$ cat config.mk
export PLATFORM = sky130hd
export DESIGN_NAME = swallow_fb_divider
export DESIGN_NICKNAME = d
export VERILOG_FILES = /design/src/rtl/swallow_fb_pkg.sv /design/src/rtl/sfd_rst_sync.sv /design/src/rtl/sfd_main.sv /design/src/rtl/sfd_swallow.sv /design/src/rtl/sfd_seq.sv /design/src/rtl/swallow_fb_divider.sv
export SDC_FILE = /design/constraint.sdc
export NUM_CORES = 1
export LEC_CHECK = 0
export BUFFER_PORTS_ARGS = -buffer_cell sky130_fd_sc_hd__buf_2
export CORE_ASPECT_RATIO = 0.75
export CORE_MARGIN = 3
export CORE_UTILIZATION = 51
export DETAILED_ROUTE_END_ITERATION = 10
export PLACE_DENSITY = 0.76
export SLEW_MARGIN = 20
export SYNTH_ARGS = -nofsm -noshare
export SYNTH_HDL_FRONTEND = slang
export SYNTH_SLANG_ARGS = --single-unit
$ cat constraint.sdc
create_clock -name clk -period 0.8 [get_ports clk]
set_input_delay 0.04 -clock clk [delete_from_list [all_inputs] [get_ports clk]]
set_output_delay 0.04 -clock clk [all_outputs]
set_load 0.02 [all_outputs]
$ cat src/rtl/swallow_fb_pkg.sv
package swallow_fb_pkg;

  // Sequencer state of the feedback divider
  typedef enum logic [1:0] {
    SFD_IDLE = 2'd0,  // nothing loaded since reset
    SFD_RUN  = 2'd1,  // legal setting loaded, counting
    SFD_HOLD = 2'd2   // illegal setting loaded, outputs parked low
  } sfd_state_e;

  // A setting is usable when the main count is nonzero and covers the swallow count
  function automatic logic sfd_setting_ok(input int unsigned swallow,
                                          input int unsigned main_cnt);
    return (main_cnt != 0) && (swallow <= main_cnt);
  endfunction

endpackage

$ cat src/rtl/sfd_rst_sync.sv
module sfd_rst_sync #(
  parameter int STAGES = 2
) (
  input  logic clk,
  input  logic rst_n,
  output logic rst_sync_n
);

  localparam int LAST = STAGES - 1;

  logic [LAST:0] shift_q;

  generate
    if (STAGES > 1) begin : g_chain
      always_ff @(posedge clk or negedge rst_n) begin
        if (!rst_n) shift_q <= '0;
        else        shift_q <= {shift_q[LAST-1:0], 1'b1};
      end
    end else begin : g_single
      always_ff @(posedge clk or negedge rst_n) begin
        if (!rst_n) shift_q <= '0;
        else        shift_q <= 1'b1;
      end
    end
  endgenerate

  assign rst_sync_n = shift_q[LAST];

endmodule

$ cat src/rtl/sfd_main.sv
// Main down-counter: counts B prescaler pulses per output period.
module sfd_main #(
  parameter int B_W = 11
) (
  input  logic           clk,
  input  logic           rst_n,
  input  logic           load,
  input  logic           dec,
  input  logic [B_W-1:0] load_val,
  output logic [B_W-1:0] cnt,
  output logic           last
);

  localparam logic [B_W-1:0] ONE = B_W'(1);

  logic [B_W-1:0] cnt_q, cnt_d;
  logic           cnt_en;

  always_comb begin
    cnt_en = load | dec;
    cnt_d  = cnt_q;
    if (load)     cnt_d = load_val;
    else if (dec) cnt_d = cnt_q - ONE;
  end

  always_ff @(posedge clk or negedge rst_n) begin
    if (!rst_n)      cnt_q <= '0;
    else if (cnt_en) cnt_q <= cnt_d;
  end

  assign cnt  = cnt_q;
  assign last = (cnt_q == ONE);

endmodule

$ cat src/rtl/sfd_swallow.sv
// Swallow down-counter and the registered modulus-control output.
module sfd_swallow #(
  parameter int A_W = 7
) (
  input  logic           clk,
  input  logic           rst_n,
  input  logic           load,
  input  logic           load_ok,
  input  logic           step,
  input  logic [A_W-1:0] load_val,
  output logic [A_W-1:0] cnt,
  output logic           mod_sel
);

  localparam logic [A_W-1:0] ONE = A_W'(1);

  logic [A_W-1:0] cnt_q, cnt_d;
  logic           mod_q, mod_d;
  logic           live;
  logic           upd_en;

  always_comb begin
    live   = step && (cnt_q != '0);
    upd_en = load | live;
    cnt_d  = cnt_q;
    mod_d  = mod_q;
    if (load) begin
      cnt_d = load_val;
      mod_d = load_ok && (load_val != '0);
    end else if (live) begin
      cnt_d = cnt_q - ONE;
      mod_d = (cnt_q != ONE);
    end
  end

  always_ff @(posedge clk or negedge rst_n) begin
    if (!rst_n) begin
      cnt_q <= '0;
      mod_q <= 1'b0;
    end else if (upd_en) begin
      cnt_q <= cnt_d;
      mod_q <= mod_d;
    end
  end

  assign cnt     = cnt_q;
  assign mod_sel = mod_q;

endmodule

$ cat src/rtl/sfd_seq.sv
// Reload sequencer: decides reload, count step and output pulse.
module sfd_seq
  import swallow_fb_pkg::*;
(
  input  logic clk,
  input  logic rst_n,
  input  logic cnt_clr,
  input  logic pre_tick,
  input  logic cfg_legal,
  input  logic main_last,
  output logic reload,
  output logic step,
  output logic div_out,
  output logic run,
  output logic hold
);

  sfd_state_e state_q, state_d;
  logic       fire_d;
  logic       div_q;

  always_comb begin
    reload  = 1'b0;
    step    = 1'b0;
    fire_d  = 1'b0;
    if (cnt_clr) begin
      reload = 1'b1;
    end else if (pre_tick) begin
      case (state_q)
        SFD_RUN: begin
          if (main_last) begin
            reload = 1'b1;
            fire_d = 1'b1;
          end else begin
            step = 1'b1;
          end
        end
        default: reload = 1'b1;
      endcase
    end
    state_d = state_q;
    if (reload) state_d = cfg_legal ? SFD_RUN : SFD_HOLD;
  end

  always_ff @(posedge clk or negedge rst_n) begin
    if (!rst_n)      state_q <= SFD_IDLE;
    else if (reload) state_q <= state_d;
  end

  always_ff @(posedge clk or negedge rst_n) begin
    if (!rst_n) div_q <= 1'b0;
    else        div_q <= fire_d;
  end

  assign div_out = div_q;
  assign run     = (state_q == SFD_RUN);
  assign hold    = (state_q == SFD_HOLD);

endmodule

$ cat src/rtl/swallow_fb_divider.sv
module swallow_fb_divider
  import swallow_fb_pkg::*;
#(
  parameter int A_W         = 7,
  parameter int B_W         = 11,
  parameter int SYNC_STAGES = 2
) (
  input  logic           clk,
  input  logic           rst_n,
  input  logic           cnt_clr,
  input  logic           pre_tick,
  input  logic [A_W-1:0] swallow_val,
  input  logic [B_W-1:0] main_val,
  output logic           mod_sel,
  output logic           div_out
);

  logic           rst_sync_n;
  logic           cfg_legal;
  logic           reload;
  logic           step;
  logic           main_last;
  logic           run_w;
  logic           hold_w;
  logic [A_W-1:0] a_cnt_w;
  logic [B_W-1:0] b_cnt_w;

  sfd_rst_sync #(.STAGES(SYNC_STAGES)) u_rst (
    .clk        (clk),
    .rst_n      (rst_n),
    .rst_sync_n (rst_sync_n)
  );

  assign cfg_legal = sfd_setting_ok(32'(swallow_val), 32'(main_val));

  sfd_seq u_seq (
    .clk       (clk),
    .rst_n     (rst_sync_n),
    .cnt_clr   (cnt_clr),
    .pre_tick  (pre_tick),
    .cfg_legal (cfg_legal),
    .main_last (main_last),
    .reload    (reload),
    .step      (step),
    .div_out   (div_out),
    .run       (run_w),
    .hold      (hold_w)
  );

  sfd_swallow #(.A_W(A_W)) u_swallow (
    .clk      (clk),
    .rst_n    (rst_sync_n),
    .load     (reload),
    .load_ok  (cfg_legal),
    .step     (step),
    .load_val (swallow_val),
    .cnt      (a_cnt_w),
    .mod_sel  (mod_sel)
  );

  sfd_main #(.B_W(B_W)) u_main (
    .clk      (clk),
    .rst_n    (rst_sync_n),
    .load     (reload),
    .dec      (step),
    .load_val (main_val),
    .cnt      (b_cnt_w),
    .last     (main_last)
  );

endmodule

==> flow_metrics.py <==
metrics = {
    "status": {
        "status": "finished, violations left",
        "violations": "setup timing",
    },
    "floorplan": {
        "core-area_mm2": 0.00300,
        "die_x_um": 71.2,
        "dieArea_mm2": 0.00391,
        "start_util_pct": 54.2,
        "die_y_um": 54.9,
        "rows": 17,
        "boundaryPins": 24,
    },
    "place": {
        "dpl.hpwl_um": 3620,
        "placed_area_mm2": 0.00217,
        "port_buffers": 23,
        "dp_cells": 292,
        "gp_congestion": 0.880,
    },
    "sta": {
        "period_needed_ns": 1.88,
        "period_share_pct": 235,
        "setup_violations": 24,
        "hold_viol": 0,
        "slew_violations": 0,
        "rsz0062_at_grt": "true",
        "fin_ws_ns": -1.08,
        "clock_skew_ns": 0.0144,
        "finalSetupTns_ns": -21.97,
        "maxSlewHeadroom_pct": 57.5,
        "worstMarginPinSlew_ns": 0.621,
        "max_freq_mhz": 533,
    },
    "final_layout": {
        "drive_above_1_share_pct": 52.4,
        "final-instance-count-excl-fill": 309,
        "layout.area.seq_um2": 602,
        "n_antenna_cell": 0,
        "nets": 307,
        "final_core_util_pct": 90.2,
        "multi_input_area_mm2": 0.00122,
        "fill_cells": 110,
        "final_area_mm2": 0.00271,
        "syn_to_final_growth_pct": 66.5,
    },
    "power_and_ir_drop": {
        "vdd_drop_max_v": 0.00158,
        "p_leak_nw": 1.20,
        "power.density_mw_per_mm2": 1800,
    },
    "cts": {
        "clockRootBuffer": "clkbuf_8",
        "clkTransAtPathRegs_ns": 0.09,
        "worstSkewPairLatency_ns": 0.29,
        "clock_path_buffers": 2,
        "cts_sinks": 24,
        "htreeDepth": 1,
        "cts_made_buffers": 3,
        "cts_tree": "done",
    },
    "detailed_routing": {
        "wirelength_um": 7540,
        "ant_nets": 0,
        "wl_per_cell_um": 24.4,
        "drt-initial-drc-count": 252,
        "vias_per_cell": 6.90,
        "drcViolationCount": 0,
        "drtPass1Iterations": 5,
        "vias": 2131,
    },
    "grt": {
        "use_met3_pct": 6.68,
        "grt_usage_pct": 31.2,
        "grt.overflow.total": 0,
        "met1_usage_pct": 36.9,
        "busiest_layer": "met2",
        "grt_max_degree": 23,
        "met2_usage_pct": 55.5,
        "antenna_found_initial": 0,
        "first_global_vias": 1904,
        "grt_pass1_wl_um": 9150,
    },
    "worst_setup_path": {
        "cpMostUsedCell": "buf_6",
        "cp-start-kind": "register",
        "crit_fanout": 6,
        "worstPathArrival_ns": 2.08,
        "r2r_slack_ns": -1.08,
        "cp_cell_sequence": "nor4_4 -> buf_4 -> a41oi_4 -> nor2_4 -> buf_6 -> buf_6 -> nand2_1 -> o21ai_1",
        "cp.required_ns": 1.00,
        "endpoint_kind": "register",
        "cp_slowest_cell": "dfrtp_1",
        "crit_type": "reg2reg",
        "cp_slowest_stage_delay_ns": 0.43,
    },
    "synth": {
        "syn_nets": 222,
        "synth_area_leaders": "dfrtp_1, ha_1, o21ai_0",
        "seq_area_frac_synth_pct": 37.0,
        "synth_edf_count": 0,
        "syn_area_mm2": 0.00163,
        "synth_most_common_cell": "dfrtp_1",
        "synth_common_cells": "dfrtp_1, nand2_1, inv_1, o21ai_0",
        "synth_top_area_cell": "dfrtp_1",
        "syn_inst": 188,
        "synthFlopType": "dfrtp_1",
        "avgSynthCellArea_um2": 8.65,
        "synth_top_area_share_pct": 37.0,
        "netlist-cell-type-count": 45,
        "ys_warn_count": 0,
        "async_reset_ff_share_pct": 100,
        "ys_seq_elements": 24,
    },
    "flow_run": {
        "drv_cap": 0,
    },
    "worst_hold_path": {
        "holdCritPathClass": "in2reg",
    },
}
==> kinds of logic (layout without fill, tap and decap cells) <==
logic type | Yosys count | after routing | share of synthesized area, %
AOI/OAI and AO/OA | 51 | 51 | 19.9
xor gates and xnor gates | 5 | 5 | 2.69
other | 1 | 1 | 0.231
adders and majority gates | 12 | 12 | 9.24
buffers and inverters | 23 | 106 | 7.24
DFF | 24 | 24 | 37.0
and+or+nand+nor | 72 | 72 | 23.7
==> power breakdown <==
part	switching [mW]	internal, mW
Combinational	1.29	1.18
Sequential	0.237	1.42
Clock	0.413	0.339
Total	1.94	2.94
==> registers in the layout, indices dropped and copies added (netlist names) <==
| signal | flops |
|---|---|
| u_seq.div_out | 1 |
| u_seq.state_q | 2 |
| u_main.cnt | 11 |
| u_swallow.cnt | 7 |
| u_swallow.mod_sel | 1 |
| u_rst.shift_q | 2 |
==> placed cells by master, fill, tap and decap left out, types with 3 or more instances in the layout <==
master,instances
a22oi_1,3
nand3_2,4
o21ai_1,11
nor4_4,3
buf_6,11
nand2_2,4
nor2_4,3
nor4_1,3
nand2_1,13
buf_12,4
nor3_4,3
inv_1,15
nor4_2,3
clkbuf_8,3
nor2_1,8
o21ai_2,4
buf_2,21
buf_4,48
a31oi_1,3
a21oi_2,3
nand3_1,4
ha_1,10
xnor2_1,4
dfrtp_1,23
a21oi_1,7
nor3_1,5
==> path summary, 6_finish.rpt <==
kind,from,to,cells past startpoint
setup / recovery,u_main.cnt[7],u_swallow.cnt[3],8
hold / removal,pre_tick,u_seq.div_out,3
setup reg to reg,u_main.cnt[7],u_swallow.cnt[3],8
hold reg to reg,u_rst.shift_q[1],u_swallow.cnt[2],1
max in group asynchronous,u_rst.shift_q[1],u_main.cnt[0],1
min in group asynchronous,rst_n,u_rst.shift_q[0],2
==> cell type report <==
type / instances / share of cell area, %
multi-input combinational: 141 / 45.1
clock buffer: 3 / 1.53
tap: 38 / 1.76
inverter: 16 / 2.22
sequential: 24 / 22.2
timing repair buffer: 87 / 27.1
==> through the flow <==
stage | hold slack, ns | worst slack, ns | total power [mW]
after global routing | 0.0135 | -1.16 | 5.06
after detailed placement | -0.171 | -0.949 | 3.29
after floorplan | -0.256 | -0.795 | 2.44
final | 0.0204 | -1.08 | 4.88
after CTS | 0.00644 | -0.908 | 4.25
after global placement | -0.176 | -0.866 | 3.18
==> what timing repair did <==
action	CTS	global route
hold endpoints to repair	2	0
cloned	2	1
setup buffers	5	5
gates resized for setup	34	50
endpoints found under the setup margin	24	24
pin swaps	12	20
hold buffers	1	0
==> routing by layer <==
layer | wire length [um] | up-vias
li1 | - | 850
met1 | 2920 | 1033
met2 | 3440 | 183
met3 | 684 | 65
met4 | 494 | 0
met5 | 0 | -
==> critical path: cells and delay by family (launching register included) <==
family,cells,cell delay [ns]
AND/OR/NAND/NOR,3,0.66
buffers and inverters,3,0.49
flip-flops,1,0.43
AO/OA/AOI/OAI,2,0.22
Note: power is estimated with default switching activity, not from simulation.
